**src/rtl/gpio_port_pkg.sv**
```systemverilog
package gpio_port_pkg;

    localparam int OFS_W = 8;

    typedef enum logic [OFS_W-1:0] {
        OFS_OUT    = 8'h00,
        OFS_DIR    = 8'h04,
        OFS_LVL    = 8'h08,
        OFS_TRIG_A = 8'h0C,
        OFS_TRIG_B = 8'h10,
        OFS_IEN    = 8'h14,
        OFS_FLAG   = 8'h18,
        OFS_ANY    = 8'h1C,
        OFS_SET    = 8'h84,
        OFS_CLR    = 8'h88,
        OFS_TGL    = 8'h8C
    } reg_ofs_e;

    typedef enum logic [1:0] {
        TRIG_LOW  = 2'b00,
        TRIG_HIGH = 2'b01,
        TRIG_RISE = 2'b10,
        TRIG_FALL = 2'b11
    } trig_e;

endpackage

```
**src/rtl/gpio_sync.sv**
```systemverilog
module gpio_sync #(
    parameter int W      = 32,
    parameter int STAGES = 2
) (
    input  logic         clk,
    input  logic         rst_n,
    input  logic [W-1:0] d,
    output logic [W-1:0] q
);
    logic [W-1:0] stage_q [STAGES];

    generate
        for (genvar s = 0; s < STAGES; s++) begin : g_stage
            always_ff @(posedge clk) begin
                if (!rst_n) begin
                    stage_q[s] <= '0;
                end else if (s == 0) begin
                    stage_q[s] <= d;
                end else begin
                    stage_q[s] <= stage_q[(s == 0) ? 0 : s-1];
                end
            end
        end
    endgenerate

    assign q = stage_q[STAGES-1];
endmodule

```
**src/rtl/gpio_trig_detect.sv**
```systemverilog
module gpio_trig_detect
    import gpio_port_pkg::*;
#(
    parameter int NPINS = 32
) (
    input  logic               clk,
    input  logic               rst_n,
    input  logic [NPINS-1:0]   lvl,
    input  logic [2*NPINS-1:0] mode,
    input  logic [NPINS-1:0]   any_edge,
    output logic [NPINS-1:0]   hit
);
    logic [NPINS-1:0] prev_q;

    always_ff @(posedge clk) begin
        if (!rst_n) prev_q <= '0;
        else        prev_q <= lvl;
    end

    generate
        for (genvar p = 0; p < NPINS; p++) begin : g_pin
            logic  rise, fall;
            trig_e pm;
            assign rise = lvl[p] & ~prev_q[p];
            assign fall = ~lvl[p] & prev_q[p];
            assign pm   = trig_e'(mode[2*p +: 2]);
            always_comb begin
                if (any_edge[p]) begin
                    hit[p] = rise | fall;
                end else begin
                    unique case (pm)
                        TRIG_LOW:  hit[p] = ~lvl[p];
                        TRIG_HIGH: hit[p] = lvl[p];
                        TRIG_RISE: hit[p] = rise;
                        TRIG_FALL: hit[p] = fall;
                        default:   hit[p] = 1'b0;
                    endcase
                end
            end
        end
    endgenerate
endmodule

```
**src/rtl/gpio_port.sv**
```systemverilog
module gpio_port
    import gpio_port_pkg::*;
#(
    parameter int NPINS = 32
) (
    input  logic             clk,
    input  logic             rst_n,
    input  logic [OFS_W-1:0] addr,
    input  logic [NPINS-1:0] wdata,
    input  logic             wr_en,
    input  logic             rd_en,
    output logic [NPINS-1:0] rdata,
    input  logic [NPINS-1:0] pad_in,
    output logic [NPINS-1:0] pad_out,
    output logic [NPINS-1:0] pad_oe,
    output logic             irq
);
    localparam int TRIG_W = 2 * NPINS;

    logic [NPINS-1:0]  out_q, dir_q, trig_a_q, trig_b_q, ien_q, flag_q, any_q;
    logic [NPINS-1:0]  lvl_sync, hit, flag_clr, rd_mux;
    logic [TRIG_W-1:0] mode_vec;

    gpio_sync #(.W(NPINS), .STAGES(2)) sync_i (
        .clk(clk), .rst_n(rst_n), .d(pad_in), .q(lvl_sync)
    );

    assign mode_vec = {trig_b_q, trig_a_q};

    gpio_trig_detect #(.NPINS(NPINS)) det_i (
        .clk(clk), .rst_n(rst_n), .lvl(lvl_sync), .mode(mode_vec),
        .any_edge(any_q), .hit(hit)
    );

    // output value register and its three write-only aliases
    always_ff @(posedge clk) begin
        if (!rst_n) begin
            out_q <= '0;
        end else if (wr_en) begin
            unique case (addr)
                OFS_OUT: out_q <= wdata;
                OFS_SET: out_q <= out_q | wdata;
                OFS_CLR: out_q <= out_q & ~wdata;
                OFS_TGL: out_q <= out_q ^ wdata;
                default: out_q <= out_q;
            endcase
        end
    end

    // configuration registers
    always_ff @(posedge clk) begin
        if (!rst_n) begin
            dir_q    <= '0;
            trig_a_q <= '0;
            trig_b_q <= '0;
            ien_q    <= '0;
            any_q    <= '0;
        end else if (wr_en) begin
            unique case (addr)
                OFS_DIR:    dir_q    <= wdata;
                OFS_TRIG_A: trig_a_q <= wdata;
                OFS_TRIG_B: trig_b_q <= wdata;
                OFS_IEN:    ien_q    <= wdata;
                OFS_ANY:    any_q    <= wdata;
                default:    ;
            endcase
        end
    end

    // flags: detection outranks a simultaneous clear
    assign flag_clr = (wr_en && addr == OFS_FLAG) ? wdata : '0;

    always_ff @(posedge clk) begin
        if (!rst_n) flag_q <= '0;
        else        flag_q <= (flag_q & ~flag_clr) | hit;
    end

    always_comb begin
        unique case (addr)
            OFS_OUT:    rd_mux = out_q;
            OFS_DIR:    rd_mux = dir_q;
            OFS_LVL:    rd_mux = lvl_sync;
            OFS_TRIG_A: rd_mux = trig_a_q;
            OFS_TRIG_B: rd_mux = trig_b_q;
            OFS_IEN:    rd_mux = ien_q;
            OFS_FLAG:   rd_mux = flag_q;
            OFS_ANY:    rd_mux = any_q;
            default:    rd_mux = '0;
        endcase
    end

    always_ff @(posedge clk) begin
        if (!rst_n) rdata <= '0;
        else        rdata <= rd_en ? rd_mux : '0;
    end

    assign pad_out = out_q;
    assign pad_oe  = dir_q;
    assign irq     = |(flag_q & ien_q);
endmodule

```
**config.mk**
```make
export PLATFORM = sky130hd
export DESIGN_NAME = gpio_port
export DESIGN_NICKNAME = d
export VERILOG_FILES = /design/src/rtl/gpio_port_pkg.sv /design/src/rtl/gpio_sync.sv /design/src/rtl/gpio_trig_detect.sv /design/src/rtl/gpio_port.sv
export SDC_FILE = /design/constraint.sdc
export NUM_CORES = 1
export LEC_CHECK = 0
export BUFFER_PORTS_ARGS = -buffer_cell sky130_fd_sc_hd__buf_2
export CAP_MARGIN = 5
export CORE_ASPECT_RATIO = 1.4
export CORE_UTILIZATION = 45
export CTS_CLUSTER_DIAMETER = 200
export DETAILED_ROUTE_END_ITERATION = 10
export PLACE_DENSITY = 0.65
export SYNTH_ARGS = -nofsm -noshare
export SYNTH_HDL_FRONTEND = slang
export SYNTH_SLANG_ARGS = --single-unit
```
**constraint.sdc**
```tcl
create_clock -name clk -period 1.7 [get_ports clk]
set_input_delay 0.34 -clock clk [delete_from_list [all_inputs] [get_ports clk]]
set_output_delay 0.34 -clock clk [all_outputs]
set_load 0.05 [all_outputs]
```
# Yosys cells after proc, flatten, opt, wreduce, memory -nomap -nowiden
# Memories as Yosys holds them, arrays and structs flattened.
# Index checks and enable logic that the tools add are counted.
# totals
word_cells,400
input_bits,76
ramBits,64
out_inout_bits,97
regBits,288
memories,1
# mem_list
memory,depth,width,read_ports,rd_clocked_by_memory_dff,wr,line,text
sync_i.stage_q,2,32,2,0,2,gpio_sync.sv:10,logic [W-1:0] stage_q [STAGES];
# op_classes
mux,71
eq_ne,106
bitwise_logic,170
reduce_logical,43
# ops
operator,count
32-bit one-hot mux with 8 select lines,1
"2-bit equality test, second input constant",64
1-bit one-hot mux with 4 select lines,32
32-bit one-hot mux with 4 select lines,1
32-bit bitwise AND,3
32-bit 2-to-1 mux,3
1-bit bitwise AND,64
"2-bit by 1-bit equality test with 1-bit output, second input constant",32
2-bit logical NOT,32
1-bit inverter,64
32-bit inverter,2
32-bit OR,2
1-bit 2-to-1 mux,34
1-bit OR,34
"8-bit by 5-bit equality test with 1-bit output, second input constant",4
32-bit OR reduction,1
32-bit XOR,1
"8-bit equality test, second input constant",3
"8-bit by 4-bit equality test with 1-bit output, second input constant",2
2-bit AND reduction,7
"8-bit by 3-bit equality test with 1-bit output, second input constant",1
8-bit logical NOT,1
4-bit nonzero test,1
1-bit logical AND,1

# Longest topological paths before layout
# Gate-level depths: netlist of run 1.
# logic_depth
depth_word,6
depth_mapped,8
mapped_depth_nobuf,6

# Modules after synthesis
# A second synthesis of run 1 with hierarchy kept.
# unflattened
hier_cells,2084
hier_area_um2,18692.9
# modules_own_cells
module,seq_area_each_um2,area_per_inst_um2,cells_each,instances
gpio_port,5124.9,13469.2,1559,1
gpio_trig_detect,640.6,3432.0,391,1
gpio_sync,1281.2,1791.7,134,1

# Worst setup path before layout of run 1
# Ideal clock, no wire load.
# synth_timing
kind,register -> register
from,"register out_q[12], in the netlist pad_out[12]"
to,"register out_q[12], in the netlist pad_out[12]"
period_less_slack_ns,1.783
n_path_buf,0
setup_slack_ns,-0.083
setup_ns,0.074
stages_incl_launch_ff,7
arrival_ns,1.709
t_required_ns,1.626
path_cell_list,dfxtp_1 -> inv_1 -> ha_1 -> or3b_2 -> a21oi_1 -> o21ai_0 -> a31oi_1
# synth_via
elab_chain_len,2
word_cells_on_any_way,4
cone_classes,mux: 1; bitwise: 3
# synth_lines
element,line,text
from (decl),gpio_port.sv:20,"logic [NPINS-1:0] out_q, dir_q, trig_a_q, trig_b_q, ien_q, flag_q, any_q;"
from (signal assigned),gpio_port.sv:41,OFS_OUT: out_q <= wdata;
from (signal assigned),gpio_port.sv:42,OFS_SET: out_q <= out_q | wdata;
from (signal assigned),gpio_port.sv:43,OFS_CLR: out_q <= out_q & ~wdata;
"32-bit XOR, or another cell as far along",gpio_port.sv:44,OFS_TGL: out_q <= out_q ^ wdata;
32-bit one-hot mux with 4 select lines (*),gpio_port.sv:40,unique case (addr)
# Every way passes the cells marked *; elsewhere a longest branch is shown, timed or not.
# A chain may end at the register's enable or synchronous reset.

# Final worst setup path of run 1
# layout_timing
from,register ien_q[23]
to,output irq
# layout_via
elab_chain_len,2
# layout_lines
element,line,text
from (decl),gpio_port.sv:20,
from (signal assigned),gpio_port.sv:63,OFS_IEN: ien_q <= wdata;
32-bit bitwise AND,gpio_port.sv:99,assign irq = |(flag_q & ien_q);
32-bit OR reduction,gpio_port.sv:99,
to (decl),gpio_port.sv:16,output logic irq
# No other way between the ends.

==> impl_metrics.toml, run 1 <==
[worst_hold_path]
holdCritStartpoint = "pad_in[31]"
hold_path.class = "in -> reg"
hold-path-endpoint = "sync_i.stage_q[0][31]$_SDFF_PN0_"
min_path_cells = 2

[yosys]
syn-num-nets = 2345
async_flop_share_pct = 0
netlist_area_um2 = 18770
synth-edff-count = 0
yosys.cell_types.count = 72
ys_ff_latch = 352
syn_area_per_cell_um2 = 8.768
synth_warnings = 0
ys_seq_area_share_pct = 37.54
synth-main-ff-cell = "dfxtp_1"
synth_cells = 2141

[setup_path]
critPathTopFamily = "simple AND/OR/NAND/NOR gates"
cp_slowest_cell = "or4_4"
max_stage_delay_ns = 0.48
arrival_ns = 2.07
cp.required_ns = 1.36
reg2reg_depth = 5
r2r_end = "rdata[13]$_SDFF_PN0_"
worst_setup_path_end_kind = "output port"
worstSetupPathType = "reg -> out"
critical_path.max_fanout = 3
crit_buf_inv = 1
crit_chain = "a22oi_1, nand4_1, or4_4, buf_6"
critPathLaunchType = "flop"
r2r_setup_slack_ns = 0.07
timing.rr.start = "trig_a_q[13]$_SDFFE_PN0P_"

[cts]
cts.path.max_buffers = 3
clkTransAtPathRegs_ns = 0.06
h-tree-depth = 2
cts_tree = "built"
cts-root-buf = "clkbuf_16"
cts_setup_buffers = 0
cts_buffers = 38
clock_latency_ns = 0.55
cts_sinks = 352

[power_and_ir_drop]
power_per_cell_area_nw_per_um2 = 820.6
p_leak_nw = 9.333
peakVddDrop_v = 0.0007294

[grt]
grt_start_max_net_pins = 128
grt_pass1_wl_um = 104000
grt.total_usage_pct = 32.70
overflow = 0
grt_pass1_vias = 16710
antenna_found_initial = 0

[drt]
via_count = 17300
drt-initial-drc-count = 1474
drc = 0
drtPass1Iterations = 5
vias_per_cell = 5.720
drt_wl_total_um = 70570
ant_nets = 0
wl_per_cell_um = 23.33

[floorplanning]
die_w_um = 174.6
core_um2 = 41180
rows = 88
floorplan.initialDensity_pct = 45.59
die-height_um = 243.7
ioPinCount = 173
dieArea_um2 = 42550

[sta]
hold_ws_ns = 0.01654
finalMaxSlewViolations = 0
hold_viol = 0
relSlewSlack_pct = 63.73
setup_slack_ns = -0.7129
fmax_ghz = 0.4144
tightestPinTransition_ns = 0.5440
period_share_pct = 141.9
rsz0062_at_grt = "true"
period_minus_slack_ns = 2.413
skew_ns = 0.02297
setup_viol = 1

[outcome]
status = "finished with violations"
violations = "setup timing"

[place]
place_congestion = 0.9911
post-place-ws_ns = -0.4524
portBuffers = 172
dp.final_hpwl_um = 52380

[layout]
drive_gt1_share_pct = 24.47
nets = 2660
diodes = 0
syn_to_final_growth_pct = 24.69
fin_util_pct = 56.84

[run]
max_cap_viol_count = 0
-- cell families (layout without fill, tap and decap cells) --
| kind of cell | after synthesis | in the layout | synth area share [%] |
|---|---|---|---|
| buf+inv | 309 | 653 | 7.332 |
| flops | 352 | 352 | 37.54 |
| simple gates | 706 | 706 | 18.94 |
| mux | 101 | 101 | 6.499 |
| compound gates | 543 | 543 | 21.06 |
| fa+ha+maj | 128 | 128 | 8.532 |
| xor+xnor | 2 | 2 | 0.09333 |
-- worst max path at each step --
stage / start / to / slack (ns) / cells after the start
after floorplan: addr[2] / flag_q[10]$_SDFF_PN0_ / 0.002 / 6
after global placement: flag_q[10]$_SDFF_PN0_ / irq / -0.45 / 5
after detailed placement: flag_q[10]$_SDFF_PN0_ / irq / -0.45 / 5
after CTS: ien_q[10]$_SDFFE_PN0P_ / irq / -0.70 / 5
after global routing: flag_q[30]$_SDFF_PN0_ / irq / -0.71 / 4
final: ien_q[23]$_SDFFE_PN0P_ / irq / -0.71 / 4
-- per-layer routing --
layer	track usage [%]	vias up	part of all wire (%)
li1	-	7959	-
met1	40.31	8389	40
met2	53.54	762	47
met3	5.337	192	7.3
met4	19.41	0	6.1
met5	0	-	0
-- cells in the final DEF, fill, tap and decap left out, types with 66 or more instances in the layout --
cell type and n:
a211oi_1 66, mux2i_1 78, and2_1 125, buf_2 166, buf_4 230, ha_1 128, a21boi_0 71, a21boi_1 93
nand2_1 375, dfxtp_1 329, inv_1 129
-- state kept, by name, summed over array words and instances, names as in the netlist --
name            cells
flag_q             32
any_q              32
trig_b_q           32
sync_i.stage_q     64
det_i.prev_q       32
rdata              32
pad_oe             32
trig_a_q           32
pad_out            32
ien_q              32
-- area by class of cell --
class,instances,area (um2)
clock inverter,12,147.6
multi-input combinational,1480,10430
timing repair buffer,454,3412
fill,3706,17770
tap,540,675.6
sequential,352,7078
clock buffer,57,1176
inverter,130,488.0
-- timing repair --
action | 4_1_cts | 5_1_grt
hold buffers | 27 | 0
pin swaps | 2 | 2
hold endpoints to repair | 27 | 0
gates cloned | 0 | 0
setup endpoints to repair | 1 | 3
resized for setup | 6 | 8
-- stage by stage --
step / TNS (ns) / total power [mW] / std cells / instance area, um2
2_1_floorplan: 0 / 9.645 / 2141 / 18810
3_3_place_gp: -22.74 / 10.47 / 2929 / 21750
6_report: -0.7129 / 19.21 / 3025 / 23410
5_1_grt: -0.7109 / 19.83 / 3025 / 23410
3_5_place_dp: -27.82 / 10.52 / 2929 / 21750
4_1_cts: -0.7032 / 19.30 / 3025 / 23370
-- power breakdown --
group / internal, mW / leakage (nW) / total, mW / switching (mW)
Clock: 5.25 / 0.649 / 8.78 / 3.53
Sequential: 8.40 / 2.88 / 8.54 / 0.138
Combinational: 0.862 / 5.81 / 1.89 / 1.03
Total: 14.5 / 9.33 / 19.2 / 4.69
-- cells in the mapped netlist, types with 9 or more instances --
| cell | n | area [um2] |
|---|---|---|
| ha_1 | 128 | 1602 |
| a31oi_1 | 31 | 193.9 |
| nand3_1 | 13 | 65.06 |
| a21boi_2 | 28 | 315.3 |
| o31a_1 | 34 | 297.8 |
| a22oi_1 | 22 | 165.2 |
| mux2i_1 | 78 | 780.8 |
| and2_1 | 125 | 782.0 |
| a21boi_1 | 93 | 698.2 |
| nor2_1 | 42 | 157.7 |
| nand4_1 | 9 | 56.30 |
| a32oi_1 | 12 | 105.1 |
| buf_2 | 80 | 400.4 |
| o21ai_0 | 64 | 320.3 |
| nand2b_1 | 14 | 87.58 |
| a221oi_1 | 9 | 78.83 |
| clkbuf_1 | 82 | 307.8 |
| o22ai_1 | 12 | 75.07 |
| nor2b_1 | 41 | 256.5 |
| nand2_1 | 375 | 1408 |
| a21boi_0 | 71 | 533.0 |
| nand3b_1 | 27 | 202.7 |
| a211oi_1 | 66 | 495.5 |
| dfxtp_1 | 352 | 7047 |
| inv_1 | 129 | 484.2 |
| a21oi_1 | 53 | 265.3 |
| or3b_2 | 21 | 183.9 |
| mux4_2 | 16 | 360.4 |
(Power assumes the default switching activity.)
==> inputs of run 2 (changes only) <==
--- a/config.mk
+++ b/config.mk
@@ -11,7 +11,8 @@
 export CORE_UTILIZATION = 45
 export CTS_CLUSTER_DIAMETER = 200
 export DETAILED_ROUTE_END_ITERATION = 10
-export PLACE_DENSITY = 0.65
+export HOLD_SLACK_MARGIN = 0.08
+export PLACE_DENSITY = 0.66
 export SYNTH_ARGS = -nofsm -noshare
 export SYNTH_HDL_FRONTEND = slang
 export SYNTH_SLANG_ARGS = --single-unit
==> run 2 against run 1 <==
  * The flow still finishes with violations (setup timing)
  * Critical path depth is the same
  * Cell count shrank 0.46%
  * Register-to-register slack is essentially flat
  * Total power shrank 2.1%
  * Sequential power is essentially flat
  * Highest routed layer unchanged
==> impl_metrics.toml, run 2 (synthesized netlist as in run 1, its figures left out) <==
[sta]
fmax_ghz = 0.4174
period_share_pct = 140.9
finalMaxSlewViolations = 0
tightestPinTransition_ns = 0.6421
setup_slack_ns = -0.6961
relSlewSlack_pct = 57.13
period_minus_slack_ns = 2.396
setup_viol = 1
skew_ns = 0.01711
hold_viol = 0
rsz0062_at_grt = "true"

[setup_path]
worstSetupPathType = "reg -> out"
cp.required_ns = 1.36
crit_chain = "a22oi_2, nand4_1, or4_4, buf_8"
critPathLaunchType = "flop"
reg2reg_depth = 6
critical_path.max_fanout = 2
worst_setup_path_end_kind = "output port"
worst-path-stages = 4
arrival_ns = 2.06
timing.rr.start = "pad_out[17]$_SDFFE_PN0P_"
critPathTopFamily = "simple AND/OR/NAND/NOR gates"
r2r_end = "pad_out[17]$_SDFFE_PN0P_"
cp_slowest_cell = "or4_4"
crit_buf_inv = 1
max_stage_delay_ns = 0.51
r2r_setup_slack_ns = 0.08

[place]
place_congestion = 0.9828
portBuffers = 172
placed_area_um2 = 21640
dp.final_hpwl_um = 51230

[floorplanning]
ioPinCount = 173
rows = 88
core_um2 = 41180
dieArea_um2 = 42550
floorplan.initialDensity_pct = 45.59
die-height_um = 243.7
die_w_um = 174.6

[drt]
wl_per_cell_um = 22.84
drtPass1Iterations = 6
drt-initial-drc-count = 1660
drc = 0
ant_nets = 0
drt_wl_total_um = 68780
vias_per_cell = 5.738
via_count = 17280

[cts]
cts_tree = "built"
cts-root-buf = "clkbuf_16"
clock_latency_ns = 0.55
h-tree-depth = 2
cts.path.max_buffers = 3
cts_sinks = 352
cts_buffers = 37
clkTransAtPathRegs_ns = 0.07

[worst_hold_path]
hold-path-endpoint = "any_q[11]$_SDFFE_PN0P_"
hold_path.class = "in -> reg"
min_path_cells = 2
holdCritStartpoint = "rst_n"

[layout]
fin_util_pct = 56.49
final_common_cell = "nand2_1"
regMostFlops = "sync_i.stage_q"
syn_to_final_growth_pct = 23.92
multi_input_area_um2 = 10420
final_cell_mix = "nand2_1, dfxtp_1, buf_4, buf_2, inv_1"
nets = 2648
drive_gt1_share_pct = 23.84
fin_area_um2 = 23260
seq_area_um2 = 7081
largest_reg_flops = 64
fillers = 3759
diodes = 0

[power_and_ir_drop]
peakVddDrop_v = 0.0006744
p_leak_nw = 9.243
power_per_cell_area_nw_per_um2 = 808.1

[outcome]
status = "finished with violations"
violations = "setup timing"

[grt]
grt_start_max_net_pins = 69
overflow = 0
antenna_found_initial = 0
grt_pass1_wl_um = 102500
grt.total_usage_pct = 32.07
grt_pass1_vias = 16880

[run]
max_cap_viol_count = 0
-- run 2: cell count changes in the layout (fill, tap and decap cells not counted), sizes merged --
cell         delta
clkinv          +1
buf            -16
clkbuf          -2
clkinvlp        -2
dlygate4sd3     +5
-- run 2: worst max-delay path by stage --
stage                                 end                   start  slack, ns
floorplan           flag_q[10]$_SDFF_PN0_                 addr[2]      0.002
CTS                                   irq  ien_q[23]$_SDFFE_PN0P_      -0.71
global placement                      irq  ien_q[23]$_SDFFE_PN0P_      -0.47
detailed placement                    irq  ien_q[23]$_SDFFE_PN0P_      -0.49
global route                          irq  ien_q[23]$_SDFFE_PN0P_      -0.72
finish                                irq  ien_q[23]$_SDFFE_PN0P_      -0.70
-- run 2: repair_timing --
item,4_1_cts,5_1_grt
cloned,0,0
setup buffers,1,0
hold buffers,32,0
pin swaps,4,5
setup endpoints to repair,1,2
gates resized for setup,12,5
hold endpoints to repair,32,0
-- run 2: layout make-up --
type,count,share of cell area (%)
multi-input cells,1480,44.81
flip-flops and latches,352,30.44
repair buffers,443,14.46
clock buffers,55,4.712
well taps,540,2.904
inverters,130,2.098
clock inverters,11,0.5755
-- run 2: metal layers --
layer  global-route usage (%)  part of all wire (%)
met3                    5.899                   7.0
met2                    52.94                    46
met1                    39.14                    40
met5                        0                     0
met4                    18.06                   6.3
-- run 2: per-stage QoR --
step                      power, mW  setup slack (ns)  setup TNS (ns)  cells  hold WS [ns]
after floorplan               9.645          0.001632               0   2141        0.4119
after global placement        10.42           -0.4720          -49.11   2912        0.4143
after detailed placement      10.47           -0.4902          -55.72   2912        0.4184
after CTS                     18.85           -0.7125         -0.7125   3011        0.1265
after global routing          19.33           -0.7227         -0.7227   3011        0.1315
final                         18.80           -0.6961         -0.6961   3011        0.1390
-- run 2: where the power goes --
group          internal, mW  switching, mW
Clock                  4.92           3.48
Sequential             8.40          0.141
Combinational         0.845           1.00
==> inputs of run 3 (changes only) <==
--- a/config.mk
+++ b/config.mk
@@ -12,6 +12,7 @@
 export CTS_CLUSTER_DIAMETER = 200
 export DETAILED_ROUTE_END_ITERATION = 10
 export HOLD_SLACK_MARGIN = 0.08
+export MAX_ROUTING_LAYER = met4
 export PLACE_DENSITY = 0.66
 export SYNTH_ARGS = -nofsm -noshare
 export SYNTH_HDL_FRONTEND = slang
==> run 3 against run 2 <==
  * The flow still finishes with violations (setup timing)
  * Worst setup slack better by 0.036 ns
  * Sequential power about the same
  * Register-to-register slack barely moved
  * Flip-flop and latch count unchanged
  * First-iteration DRC count is 8.0% lower
==> impl_metrics.toml, run 3 (synthesized netlist as in run 1, its figures left out) <==
[power_and_ir_drop]
power_mw = 18.87
power_per_cell_area_nw_per_um2 = 809.2
p_leak_nw = 9.280
peakVddDrop_v = 0.0005939

[setup_path]
cp.required_ns = 1.36
critical_path.max_fanout = 2
arrival_ns = 2.02
worst_setup_path_end_kind = "output port"
worstSetupPathType = "reg -> out"
critPathLaunchType = "flop"

[sta]
period_minus_slack_ns = 2.360
setup_viol = 2
fmax_ghz = 0.4237
skew_ns = 0.02104
rsz0062_at_grt = "true"
finalMaxSlewViolations = 0
hold_ws_ns = 0.1803
tightestPinTransition_ns = 0.5519
setup_slack_ns = -0.6603
hold_viol = 0
period_share_pct = 138.8
relSlewSlack_pct = 62.88

[place]
dp.final_hpwl_um = 52000
dpl.cell_count = 2918
place_congestion = 1.016
portBuffers = 172

[drt]
drtPass1Iterations = 8
drc = 0
vias_per_cell = 5.705
drt_wl_total_um = 69610
wl_per_cell_um = 23.10
drt-initial-drc-count = 1528
ant_nets = 0
via_count = 17190

[cts]
clkTransAtPathRegs_ns = 0.07
clock_latency_ns = 0.55
cts.path.max_buffers = 3
cts-root-buf = "clkbuf_16"
h-tree-depth = 2
cts_buffers = 37
cts_sinks = 352
cts_tree = "built"

[layout]
drive_gt1_share_pct = 24.06
fin_util_pct = 56.64
fillers = 3734
syn_to_final_growth_pct = 24.25
diodes = 0
largest_reg_flops = 64
fin_cells = 3013
seq_area_um2 = 7079
final_common_cell = "nand2_1"
final_cell_mix = "nand2_1, dfxtp_1, buf_4, buf_2, inv_1"
regMostFlops = "sync_i.stage_q"
multi_input_area_um2 = 10430
nets = 2653

[worst_hold_path]
hold_path.class = "in -> reg"

[floorplanning]
core_um2 = 41180
floorplan.initialDensity_pct = 45.59
die_w_um = 174.6
rows = 88
dieArea_um2 = 42550
die-height_um = 243.7
ioPinCount = 173

[grt]
grt.total_usage_pct = 33.45
overflow = 0
grt_start_max_net_pins = 74
grt_pass1_vias = 16900
antenna_found_initial = 0
grt_pass1_wl_um = 104100

[run]
max_cap_viol_count = 0

[outcome]
status = "finished with violations"
violations = "setup timing"
-- run 3: cell count changes in the layout (fill, tap and decap cells not counted), sizes merged --
| cell | before | now |
|---|---|---|
| clkinv | 8 | 5 |
| buf | 409 | 414 |
-- run 3: what timing repair did --
action | in CTS | in global routing
resized for setup | 15 | 4
setup buffers | 0 | 0
hold endpoints to repair | 32 | 0
setup endpoints to repair | 1 | 4
pin swaps | 2 | 1
hold buffers | 32 | 0
-- run 3: final cells by class --
| class | instances | area share [%] |
|---|---|---|
| Clock inverter | 8 | 0.5096 |
| Inverter | 130 | 2.092 |
| Tap cell | 540 | 2.897 |
| Clock buffer | 55 | 4.828 |
| Multi-Input combinational cell | 1480 | 44.73 |
| Sequential cell | 352 | 30.35 |
| Timing Repair Buffer | 448 | 14.59 |
-- run 3: final timing paths --
path / slack [ns] / end / from / cells past startpoint
max: -0.66 / irq / ien_q[19]$_SDFFE_PN0P_ / 5
min: 0.18 / flag_q[11]$_SDFF_PN0_ / rst_n / 2
max reg2reg: 0.09 / pad_out[14]$_SDFFE_PN0P_ / pad_out[14]$_SDFFE_PN0P_ / 6
min reg2reg: 0.43 / sync_i.stage_q[1][13]$_SDFF_PN0_ / sync_i.stage_q[0][13]$_SDFF_PN0_ / 1
-- run 3: worst max-delay path, stage by stage (launching register included) --
cell and delay [ns]:
dfxtp_2 0.33, a22oi_2 0.16, buf_4 0.15, nand4_1 0.08
or4_4 0.57, buf_8 0.18
-- run 3: through the flow --
stage	area [um2]	TNS, ns	worst slack, ns
finish	23320	-0.7158	-0.6603
global route	23320	-0.6979	-0.6979
CTS	23310	-0.6724	-0.6724
detailed placement	21690	-30.78	-0.5318
global placement	21690	-26.20	-0.5491
floorplan	18810	0	0.001632
-- run 3: report_power, final --
part	switching [mW]	total [mW]	internal [mW]
logic	1.01	1.86	0.848
clock network	3.45	8.47	5.03
registers	0.139	8.54	8.40
total	4.60	18.9	14.3
-- run 3: per-layer routing --
layer / vias to the layer above / global-route usage (%) / part of all wire (%)
met2: 732 / 53.23 / 47
met4: 0 / 19.80 / 6.2
li1: 7941 / - / -
met1: 8329 / 40.62 / 40
met3: 186 / 4.011 / 7.0
met5: - / - / 0
